## src/rtl/pwm_dmafeed_pkg.sv

```systemverilog
`timescale 1ns/1ps
package pwm_dmafeed_pkg;
   typedef enum logic [1:0] {
      RA_MODULUS = 2'd0,
      RA_SHADOW  = 2'd1,
      RA_ARM     = 2'd2,
      RA_CTRL    = 2'd3
   } reg_addr_e;
endpackage

```

## src/rtl/pwm_dmafeed_regs.sv

```systemverilog
`timescale 1ns/1ps
module pwm_dmafeed_regs
   import pwm_dmafeed_pkg::*;
#(
   parameter int W = 8,
   parameter logic [W-1:0] MOD_INIT = '1
) (
   input  logic         clk,
   input  logic         rst_n,
   input  logic         wr_en,
   input  logic [1:0]   wr_addr,
   input  logic [W-1:0] wr_data,
   input  logic         wrap,
   output logic [W-1:0] mod_q,
   output logic [W-1:0] shadow_q,
   output logic         run_q,
   output logic         xfer,
   output logic         pend_o
);
   reg_addr_e sel;
   logic      arm_q, waiting_q;
   logic      wr_mod, wr_shadow, set_arm, wr_ctrl;

   assign sel       = reg_addr_e'(wr_addr);
   assign wr_mod    = wr_en && (sel == RA_MODULUS);
   assign wr_shadow = wr_en && (sel == RA_SHADOW);
   assign set_arm   = wr_en && (sel == RA_ARM) && wr_data[0];
   assign wr_ctrl   = wr_en && (sel == RA_CTRL);
   assign xfer      = wrap && arm_q;
   assign pend_o    = waiting_q && !arm_q;

   always_ff @(posedge clk) begin
      if (!rst_n) begin
         mod_q     <= MOD_INIT;
         shadow_q  <= '0;
         run_q     <= 1'b0;
         arm_q     <= 1'b0;
         waiting_q <= 1'b0;
      end else begin
         if (wr_mod)    mod_q    <= wr_data;
         if (wr_shadow) shadow_q <= wr_data;
         if (wr_ctrl)   run_q    <= wr_data[0];
         arm_q     <= set_arm || (arm_q && !wrap);
         waiting_q <= wr_shadow || (waiting_q && !xfer);
      end
   end

   p_arm_clear_r4: assert property (@(posedge clk) disable iff (!rst_n)
      (xfer && !set_arm) |=> !arm_q);
   p_pend_set_r8: assert property (@(posedge clk) disable iff (!rst_n)
      (wr_shadow && !set_arm && !arm_q) |=> pend_o);
endmodule

```

## src/rtl/pwm_dmafeed_counter.sv

```systemverilog
`timescale 1ns/1ps
module pwm_dmafeed_counter #(
   parameter int W = 8
) (
   input  logic         clk,
   input  logic         rst_n,
   input  logic         run,
   input  logic [W-1:0] mod_q,
   output logic [W-1:0] cnt_q,
   output logic         wrap
);
   assign wrap = run && (cnt_q >= mod_q);

   always_ff @(posedge clk) begin
      if (!rst_n)    cnt_q <= '0;
      else if (wrap) cnt_q <= '0;
      else if (run)  cnt_q <= cnt_q + 1'b1;
   end

   p_wrap_zero_r2: assert property (@(posedge clk) disable iff (!rst_n)
      wrap |=> (cnt_q == '0));
   p_step_r2: assert property (@(posedge clk) disable iff (!rst_n)
      (run && !wrap) |=> (cnt_q == $past(cnt_q) + 1'b1));
   p_idle_r2: assert property (@(posedge clk) disable iff (!rst_n)
      !run |=> $stable(cnt_q));
endmodule

```

## src/rtl/pwm_dmafeed_compare.sv

```systemverilog
`timescale 1ns/1ps
module pwm_dmafeed_compare #(
   parameter int W       = 8,
   parameter bit OUT_REG = 1'b0
) (
   input  logic         clk,
   input  logic         rst_n,
   input  logic         run,
   input  logic [W-1:0] cnt_q,
   input  logic [W-1:0] mod_q,
   input  logic         xfer,
   input  logic [W-1:0] shadow_q,
   output logic [W-1:0] act_q,
   output logic         match,
   output logic         pwm_o
);
   logic nonzero, saturate, level;

   assign nonzero  = (act_q != '0);
   assign saturate = (act_q >= mod_q);
   assign match    = run && nonzero && !saturate && (cnt_q == act_q);
   assign level    = run && nonzero && (saturate || (cnt_q < act_q));

   always_ff @(posedge clk) begin
      if (!rst_n)    act_q <= '0;
      else if (xfer) act_q <= shadow_q;
   end

   generate
      if (OUT_REG) begin : g_out_flop
         logic pwm_q;
         always_ff @(posedge clk) begin
            if (!rst_n) pwm_q <= 1'b0;
            else        pwm_q <= level;
         end
         assign pwm_o = pwm_q;
      end else begin : g_out_comb
         assign pwm_o = level;
      end
   endgenerate

   p_act_hold_r4: assert property (@(posedge clk) disable iff (!rst_n)
      !xfer |=> $stable(act_q));
   p_act_load_r4: assert property (@(posedge clk) disable iff (!rst_n)
      xfer |=> (act_q == $past(shadow_q)));
endmodule

```

## src/rtl/pwm_dmafeed_request.sv

```systemverilog
`timescale 1ns/1ps
module pwm_dmafeed_request (
   input  logic clk,
   input  logic rst_n,
   input  logic match,
   input  logic ack,
   output logic req_q
);
   always_ff @(posedge clk) begin
      if (!rst_n)     req_q <= 1'b0;
      else if (match) req_q <= 1'b1;
      else if (ack)   req_q <= 1'b0;
   end

   p_req_hold_r6: assert property (@(posedge clk) disable iff (!rst_n)
      (req_q && !ack) |=> req_q);
   p_req_drop_r6: assert property (@(posedge clk) disable iff (!rst_n)
      (ack && !match) |=> !req_q);
   p_req_cause_r7: assert property (@(posedge clk) disable iff (!rst_n)
      $rose(req_q) |-> $past(match));
endmodule

```

## src/rtl/pwm_dmafeed.sv

```systemverilog
`timescale 1ns/1ps
module pwm_dmafeed #(
   parameter int CNT_W   = 8,
   parameter int RST_MOD = (1 << CNT_W) - 1,
   parameter bit OUT_REG = 1'b0
) (
   input  logic             clk,
   input  logic             rst_n,
   input  logic             wr_en,
   input  logic [1:0]       wr_addr,
   input  logic [CNT_W-1:0] wr_data,
   input  logic             ack,
   output logic             req,
   output logic             pwm_out,
   output logic             pend
);
   localparam logic [CNT_W-1:0] MOD_INIT = CNT_W'(RST_MOD);

   generate
      if (CNT_W < 2 || CNT_W > 32) begin : g_bad_width
         $error("pwm_dmafeed: CNT_W must lie in 2..32");
      end
      if (RST_MOD < 1 || RST_MOD >= (1 << CNT_W)) begin : g_bad_mod
         $error("pwm_dmafeed: RST_MOD must fit in CNT_W bits and be nonzero");
      end
   endgenerate

   logic [CNT_W-1:0] mod_q, shadow_q, cnt_q, act_q;
   logic             run_q, xfer, wrap, match;

   pwm_dmafeed_regs #(.W(CNT_W), .MOD_INIT(MOD_INIT)) u_regs (
      .clk(clk), .rst_n(rst_n), .wr_en(wr_en), .wr_addr(wr_addr),
      .wr_data(wr_data), .wrap(wrap), .mod_q(mod_q), .shadow_q(shadow_q),
      .run_q(run_q), .xfer(xfer), .pend_o(pend));

   pwm_dmafeed_counter #(.W(CNT_W)) u_cnt (
      .clk(clk), .rst_n(rst_n), .run(run_q), .mod_q(mod_q),
      .cnt_q(cnt_q), .wrap(wrap));

   pwm_dmafeed_compare #(.W(CNT_W), .OUT_REG(OUT_REG)) u_cmp (
      .clk(clk), .rst_n(rst_n), .run(run_q), .cnt_q(cnt_q), .mod_q(mod_q),
      .xfer(xfer), .shadow_q(shadow_q), .act_q(act_q), .match(match),
      .pwm_o(pwm_out));

   pwm_dmafeed_request u_req (
      .clk(clk), .rst_n(rst_n), .match(match), .ack(ack), .req_q(req));

   p_one_match_r9: assert property (@(posedge clk) disable iff (!rst_n)
      match |=> !match);
   p_zero_quiet_r7: assert property (@(posedge clk) disable iff (!rst_n)
      (act_q == '0) |-> !match);
endmodule

```

## config.mk

```make
export PLATFORM = sky130hd
export DESIGN_NAME = pwm_dmafeed
export DESIGN_NICKNAME = d
export VERILOG_FILES = /design/src/rtl/pwm_dmafeed_pkg.sv /design/src/rtl/pwm_dmafeed_regs.sv /design/src/rtl/pwm_dmafeed_counter.sv /design/src/rtl/pwm_dmafeed_compare.sv /design/src/rtl/pwm_dmafeed_request.sv /design/src/rtl/pwm_dmafeed.sv
export SDC_FILE = /design/constraint.sdc
export NUM_CORES = 1
export LEC_CHECK = 0
export BUFFER_PORTS_ARGS = -buffer_cell sky130_fd_sc_hd__buf_2
export CAP_MARGIN = 30
export CELL_PAD_IN_SITES_DETAIL_PLACEMENT = 0
export CELL_PAD_IN_SITES_GLOBAL_PLACEMENT = 2
export CORE_MARGIN = 4
export CORE_UTILIZATION = 39
export DETAILED_ROUTE_END_ITERATION = 8
export PLACE_DENSITY_LB_ADDON = 0.1
export REMOVE_ABC_BUFFERS = 1
export SLEW_MARGIN = 10
export SYNTH_ARGS = -nofsm -noshare
export SYNTH_HDL_FRONTEND = slang
export SYNTH_SLANG_ARGS = --single-unit
export TNS_END_PERCENT = 100
```

## constraint.sdc

```tcl
create_clock -name clk -period 4.78 [get_ports clk]
set_input_delay 0.478 -clock clk [delete_from_list [all_inputs] [get_ports clk]]
set_output_delay 0.478 -clock clk [all_outputs]
set_load 0.1 [all_outputs]
```

==> results of run 1 <==
## tightest hold or removal path, cell delays in order
cell      delay [ps]
buf_2             90
nand2_1           50
o211ai_1          80
## sequential cells by signal, summed over array words and instances (netlist names)
| name | cells |
|---|---|
| u_cmp.act_q | 8 |
| u_cnt.cnt_q | 8 |
| u_regs.mod_q | 8 |
| u_regs.shadow_q | 8 |
| u_regs.arm_q | 1 |
| u_regs.run_q | 1 |
| u_regs.waiting_q | 1 |
| u_req.req_q | 1 |
## stage by stage
stage	utilization, %	hold WS [ps]
after floorplan	-	430.8
after global placement	43.95	445.3
after detailed placement	43.95	457.3
after CTS	46.17	426.4
after global routing	46.17	438.9
final	46.17	442.1
## synth_stat cells (all sizes together), types with 4 or more instances
master  number
a21boi       8
a21oi        7
buf          4
clkbuf       5
dfxtp       36
ha          25
inv         17
mux2i       11
nand2       49
nand3        6
nand4        7
nor2        13
o211ai       9
o21a         4
xor2         4
## where the power goes
group	switching, mW	internal (mW)
Sequential	0.00379	0.307
Clock	0.106	0.155
Combinational	0.0297	0.0180
Total	0.140	0.480
## cell families (layout without fill, tap and decap cells)
| group | Yosys count | after routing | share of synthesized area (%) |
|---|---|---|---|
| xor+xnor | 7 | 7 | 3.049 |
| fa+ha+maj | 25 | 25 | 15.56 |
| compound gates | 36 | 36 | 13.38 |
| flops | 36 | 36 | 35.84 |
| buf+inv | 26 | 41 | 5.351 |
| mux | 11 | 11 | 5.476 |
| simple gates | 88 | 88 | 21.34 |
## cell usage in the layout, fill, tap and decap left out, types with 2 or more instances in the layout
cell      count
mux2i_1      11
dfxtp_1      36
nand2_1      49
nor4_1        2
inv_1        17
nor2_2        7
xnor2_1       3
nand3_1       6
nor2b_1       3
a21oi_1       7
buf_2        16
a21boi_0      8
o21a_1        4
nand4_1       7
o211ai_1      9
ha_1         25
nor2_1        5
xor2_1        4
clkbuf_8      5
## layout make-up
| type | instances | area [um2] |
|---|---|---|
| clock buffers | 6 | 72.57 |
| clock inverters | 2 | 35.03 |
| fillers | 500 | 2610 |
| inverters | 17 | 63.81 |
| multi-input cells | 167 | 1182 |
| flip-flops and latches | 36 | 720.7 |
| well taps | 67 | 83.83 |
| repair buffers | 16 | 80.08 |
## routing by layer
metal | track usage (%) | vias up | routed length [um]
met5 | 0 | - | 0
met4 | 3.378 | 0 | 19
met3 | 3.499 | 2 | 102
met1 | 19.70 | 677 | 2152
met2 | 22.29 | 17 | 1935
li1 | - | 815 | -
## worst max-delay path by stage
stage,startpoint,endpoint,slack [ps],cells after the start
after floorplan,u_cmp.act_q[1],pwm_out,2350,7
after global routing,u_cmp.act_q[0],pwm_out,1940,8
after CTS,u_cmp.act_q[0],pwm_out,2050,8
after detailed placement,u_cmp.act_q[0],pwm_out,2370,8
after global placement,u_cmp.act_q[0],pwm_out,2460,8
final,u_cmp.act_q[0],pwm_out,2090,8
==> impl_results.md, run 1 <==
- Status: complete, no violations
- Final Hold Fails: 0
- Final Max Tran Viols: 0
- Setup WS pre-CTS: about 2400 ps
- Family with the most delay on the worst path: compound AO/OA/AOI/OAI gates
- Hold depth: 3
- Via count: roughly 1500
- Slowest cell on crit path: dfxtp_1
- PortBufs: 16
- Maximum VDD drop: about 0.00016 V
- Synth Flop Type: dfxtp_1
- Top cell type's share of synthesized area: about 36%
- Clock transition at path regs: 80 ps
- Hpwl dp: 3287 um
- Post-route cell area: 0.002238 mm2
- Asr flop ratio synth: 0%
- DRT iter0 DRCs: 40
- P_leak: approximately 0.95 nW
- Worst r2r src: u_regs.mod_q[7]
- Final wirelength: 4209 um
- Hold_sp: wr_data[1]
- Row cnt: 25
- Yosys reg bits: 36
- Post-Layout Cell Count: 311
- Post-synthesis instance total: 229
- Unrepaired setup endpoints after global routing: no
- Max incr delay on CP: roughly 400 ps
- Clock period minus worst slack: 2691 ps
- First-pass GRT wire length: 7044 um
- Maxcap violations: 0
- Placed instance count: roughly 300
- Total Nets Final: around 280
- Die ar.: ~0.0064 mm2
- Critical path endpoint category: output port
- End of the worst hold path: u_regs.mod_q[1]
- Via density: 4.859
- DIE HEIGHT: 79.80 um
- Netlist cell types: 38
- Fin worst setup slack: approximately 2100 ps
- Post-layout power: between 0.6 and 0.7 mW
- Initial core utilization: between 40% and 50%
- Clock sink count: 36
- Area grow syn2layout: 11.33%
- Max clock buf depth: 2
- Synth area leaders: dfxtp_1 (36%), ha_1 (16%), nand2_1 (9.1%)
- I/O pin count: 17
- FMAX: 371.6 MHz
- Synth area leader: dfxtp_1
- CTS tree: yes
- EDFF count, synth: 0
- Layout cells sized above 1: 14.34%
- Critical path data arrival time: between 2000 and 2500 ps
- Slew @ Worst Pin: 910.8 ps
- Final setup vio count: 0
- Largest net degree at the start of global routing: approximately 40
- Post-CTS Hold Buffers: 0
- Die width: 79.80 um
- Post-route ant nets: 0
- R2R setup slack: roughly 2500 ps
- Routed WL per cell: between 10 and 15 um
- Routability Congestion: roughly 0.80
- CP Max Fanout: 4
- Clock latency on the worst-skew pair: approximately 280 ps
- Critical path type: reg2out
- Post-CTS Resized: 0
- Tot GR Track Use: between 10% and 20%
- Buf/Inv on CP: 2
- Yosys warnings: 0
- Total CTS buffers: 5
- Placed Area: approximately 0.0021 mm2
- Netlist Area Pre-Place: 0.002011 mm2
- Final Cycle Share: between 50 and 60%
- Worst r2r path cells: 7
- Setup Fix Bufs, Post-CTS: 0
- Initial antenna violation count: 0
- Vias in the first global route: 1479
- Root Buffer: clkbuf_8
- Drt first pass iters: 4
- Clock skew: 9.024 ps
- R2R Path End: u_cmp.act_q[0]
- Worst-path cell chain: inv_1, ha_1, nand2b_1, a211o_1, a21oi_1, o211ai_1, o21a_1, buf_2
- Post-synthesis sequential area ratio: a little over a third
- DRC Markers: 0
- Avg Inst Size Synth: slightly below 9 um2
- Diodes inserted: 0
- Core ar.: around 0.0048 mm2
- Setup TNS: 0 ps
- Slew margin rel.: 39.01%
- Power per cell area: ~280 mW/mm2
- Min-delay worst type: in2reg
- Total grt overflow: 0
- H-tree levels: 2
- CP required: 4300 ps
- CP Launch Type: flip-flop
Power figures use the tool's default switching activity.
==> inputs of run 2 (changes only) <==
--- a/config.mk
+++ b/config.mk
@@ -10,7 +10,7 @@
 export CELL_PAD_IN_SITES_DETAIL_PLACEMENT = 0
 export CELL_PAD_IN_SITES_GLOBAL_PLACEMENT = 2
 export CORE_MARGIN = 4
-export CORE_UTILIZATION = 39
+export CORE_UTILIZATION = 36
 export DETAILED_ROUTE_END_ITERATION = 8
 export PLACE_DENSITY_LB_ADDON = 0.1
 export REMOVE_ABC_BUFFERS = 1
==> constraint.sdc (replaced) <==
create_clock -name clk -period 2.5 [get_ports clk]
set_input_delay 0.25 -clock clk [delete_from_list [all_inputs] [get_ports clk]]
set_output_delay 0.25 -clock clk [all_outputs]
set_load 0.1 [all_outputs]
==> impl_results.md, run 2 (synthesized netlist as in run 1, its figures left out) <==
- P_leak: 0.9720 nW (+2.8%)
- First-pass GRT wire length: 7590 um (+7.8%)
- FMAX: 414.8 MHz
- Total grt overflow: 0 (unchanged)
- CP Max Fanout: 4 (unchanged)
- R2R Path End: u_cnt.cnt_q[2]
- Critical path endpoint category: output port
- Clock transition at path regs: 80 ps (about the same)
- Core ar.: 0.005270 mm2 (+8.7%)
- Commonest cells after routing, fill and taps aside: nand2_1 (49), dfxtp_1 (35), ha_1 (25)
- Placed instance count: 311 (+2.6%)
- R2R setup slack: 350 ps (-2190 ps)
- End of the worst hold path: u_regs.arm_q
- Clock period minus worst slack: about 2400 ps
- Routed WL per cell: 13.59 um (+0.39%)
- Critical path data arrival time: 2160 ps (-50 ps)
- Hpwl dp: 3471 um (+5.6%)
- Total Nets Final: 287 (+1.8%)
- Die ar.: 0.006845 mm2 (+7.5%)
- Routability Congestion: 0.7447 (-7.1%)
- Slew margin rel.: 59.59% (+21 points)
- Initial core utilization: 38.15% (-3.3 points)
- Via density: 4.884 (+0.52%)
- Status: complete, no violations
- Root Buffer: clkbuf_8
- Diodes inserted: 0 (unchanged)
- Maximum VDD drop: 0.0002577 V (+63%)
- Vias in the first global route: 1591 (+7.6%)
- Total CTS buffers: 5 (unchanged)
- DRC Markers: 0 (unchanged)
- Worst r2r src: u_cnt.cnt_q[0]
- Power per cell area: 522.8 mW/mm2 (+89%)
- Layout cells sized above 1: 17.27% (+2.9 points)
- Critical path type: reg2out
- Row cnt: 26 (+4.0%)
- I/O pin count: 17 (unchanged)
- Final setup vio count: 0 (unchanged)
- Post-Layout Cell Count: 319 (+2.6%)
- Max clock buf depth: 2 (unchanged)
- Drt first pass iters: 4 (unchanged)
- Initial antenna violation count: 0 (unchanged)
- Worst r2r path cells: 7 (unchanged)
- Hold_sp: wr_addr[0]
- Setup Fix Bufs, Post-CTS: 0 (unchanged)
- Slew @ Worst Pin: 603.9 ps (-306.9 ps)
- Clock sink count: 36 (unchanged)
- Setup TNS: 0 ps (unchanged)
- Maxcap violations: 0 (unchanged)
- Clock skew: 8.890 ps (-0.1337 ps)
- Most common cell after layout, fill and taps aside: nand2_1
- Clock latency on the worst-skew pair: 290 ps (about the same)
- CTS tree: yes
- DIE HEIGHT: 82.74 um (+3.7%)
- Post-route ant nets: 0 (unchanged)
- Final Hold Fails: 0 (unchanged)
- Via count: 1558 (+3.1%)
- CP Launch Type: flip-flop
- CP required: 2250 ps (-2050 ps)
- H-tree levels: 2 (unchanged)
- Tot GR Track Use: 14.78% (+0.53 points)
- Min-delay worst type: in2reg
- PortBufs: 16 (unchanged)
- DRT iter0 DRCs: 68 (+70%)
- Unrepaired setup endpoints after global routing: no
- Area grow syn2layout: 13.94%
- Final Max Tran Viols: 0 (unchanged)
- Die width: 82.74 um (+3.7%)
- Final wirelength: 4334 um (+3.0%)
- Hold depth: 2 (-1)
- Largest net degree at the start of global routing: 40 (-2.4%)
- Final Cycle Share: 96.44%
## run 2: report_power, final
part / total [mW] / switching (mW) / leakage (nW) / internal (mW)
clock: 0.509 / 0.214 / 0.0541 / 0.295
combinational: 0.0961 / 0.0595 / 0.625 / 0.0366
sequential: 0.592 / 0.00601 / 0.293 / 0.586
total: 1.20 / 0.280 / 0.972 / 0.918
## run 2: worst max-delay path, cell delays in order (launching register included)
cell	delay, ps
dfxtp_2	370
inv_1	50
ha_1	250
nand2b_1	150
a211o_1	310
a21oi_2	190
o211ai_1	130
o21a_1	200
buf_4	230
## run 2: through the flow
| step | hold slack [ps] | area (um2) | setup slack, ps | total power [mW] | utilization (%) |
|---|---|---|---|---|---|
| floorplan | 311.9 | 1967 | 295.0 | 0.6620 | - |
| global placement | 442.1 | 2172 | 219.7 | 0.6999 | 41.22 |
| detailed placement | 448.3 | 2172 | 199.7 | 0.7029 | 41.22 |
| CTS | 188.1 | 2291 | 52.50 | 1.220 | 43.47 |
| global route | 198.6 | 2291 | 2.827 | 1.258 | 43.47 |
| finish | 204.7 | 2291 | 89.01 | 1.198 | 43.47 |
## run 2: final cells by class
cell class / instances / area, um2
fill: 560 / 2979
multi-input combinational: 167 / 1186
sequential: 36 / 721.9
timing repair buffer: 21 / 120.1
tap: 70 / 87.58
clock buffer: 5 / 68.82
inverter: 17 / 63.81
clock inverter: 3 / 42.54
## run 2: routing by layer
metal,track usage [%],vias to the layer above,routed length [um]
met1,20.12,715,2250
met3,3.796,5,120
li1,-,822,-
met5,0,-,0
met2,22.92,16,1910
met4,4.412,0,53
## run 2: how the worst max path moves through the flow
stage | end | depth (start not counted) | slack (ps) | startpoint
detailed placement | pwm_out | 8 | 200 | u_cmp.act_q[0]
CTS | pwm_out | 8 | 50 | u_cmp.act_q[0]
finish | pwm_out | 8 | 90 | u_cmp.act_q[0]
floorplan | pwm_out | 7 | 300 | u_cmp.act_q[1]
global route | pwm_out | 8 | 3 | u_cmp.act_q[0]
global placement | pwm_out | 8 | 220 | u_cmp.act_q[0]
## run 2: what timing repair did
| item | CTS | global route |
|---|---|---|
| setup endpoints to repair | 1 | 0 |
| resized for setup | 3 | 0 |
| hold buffers | 0 | 0 |
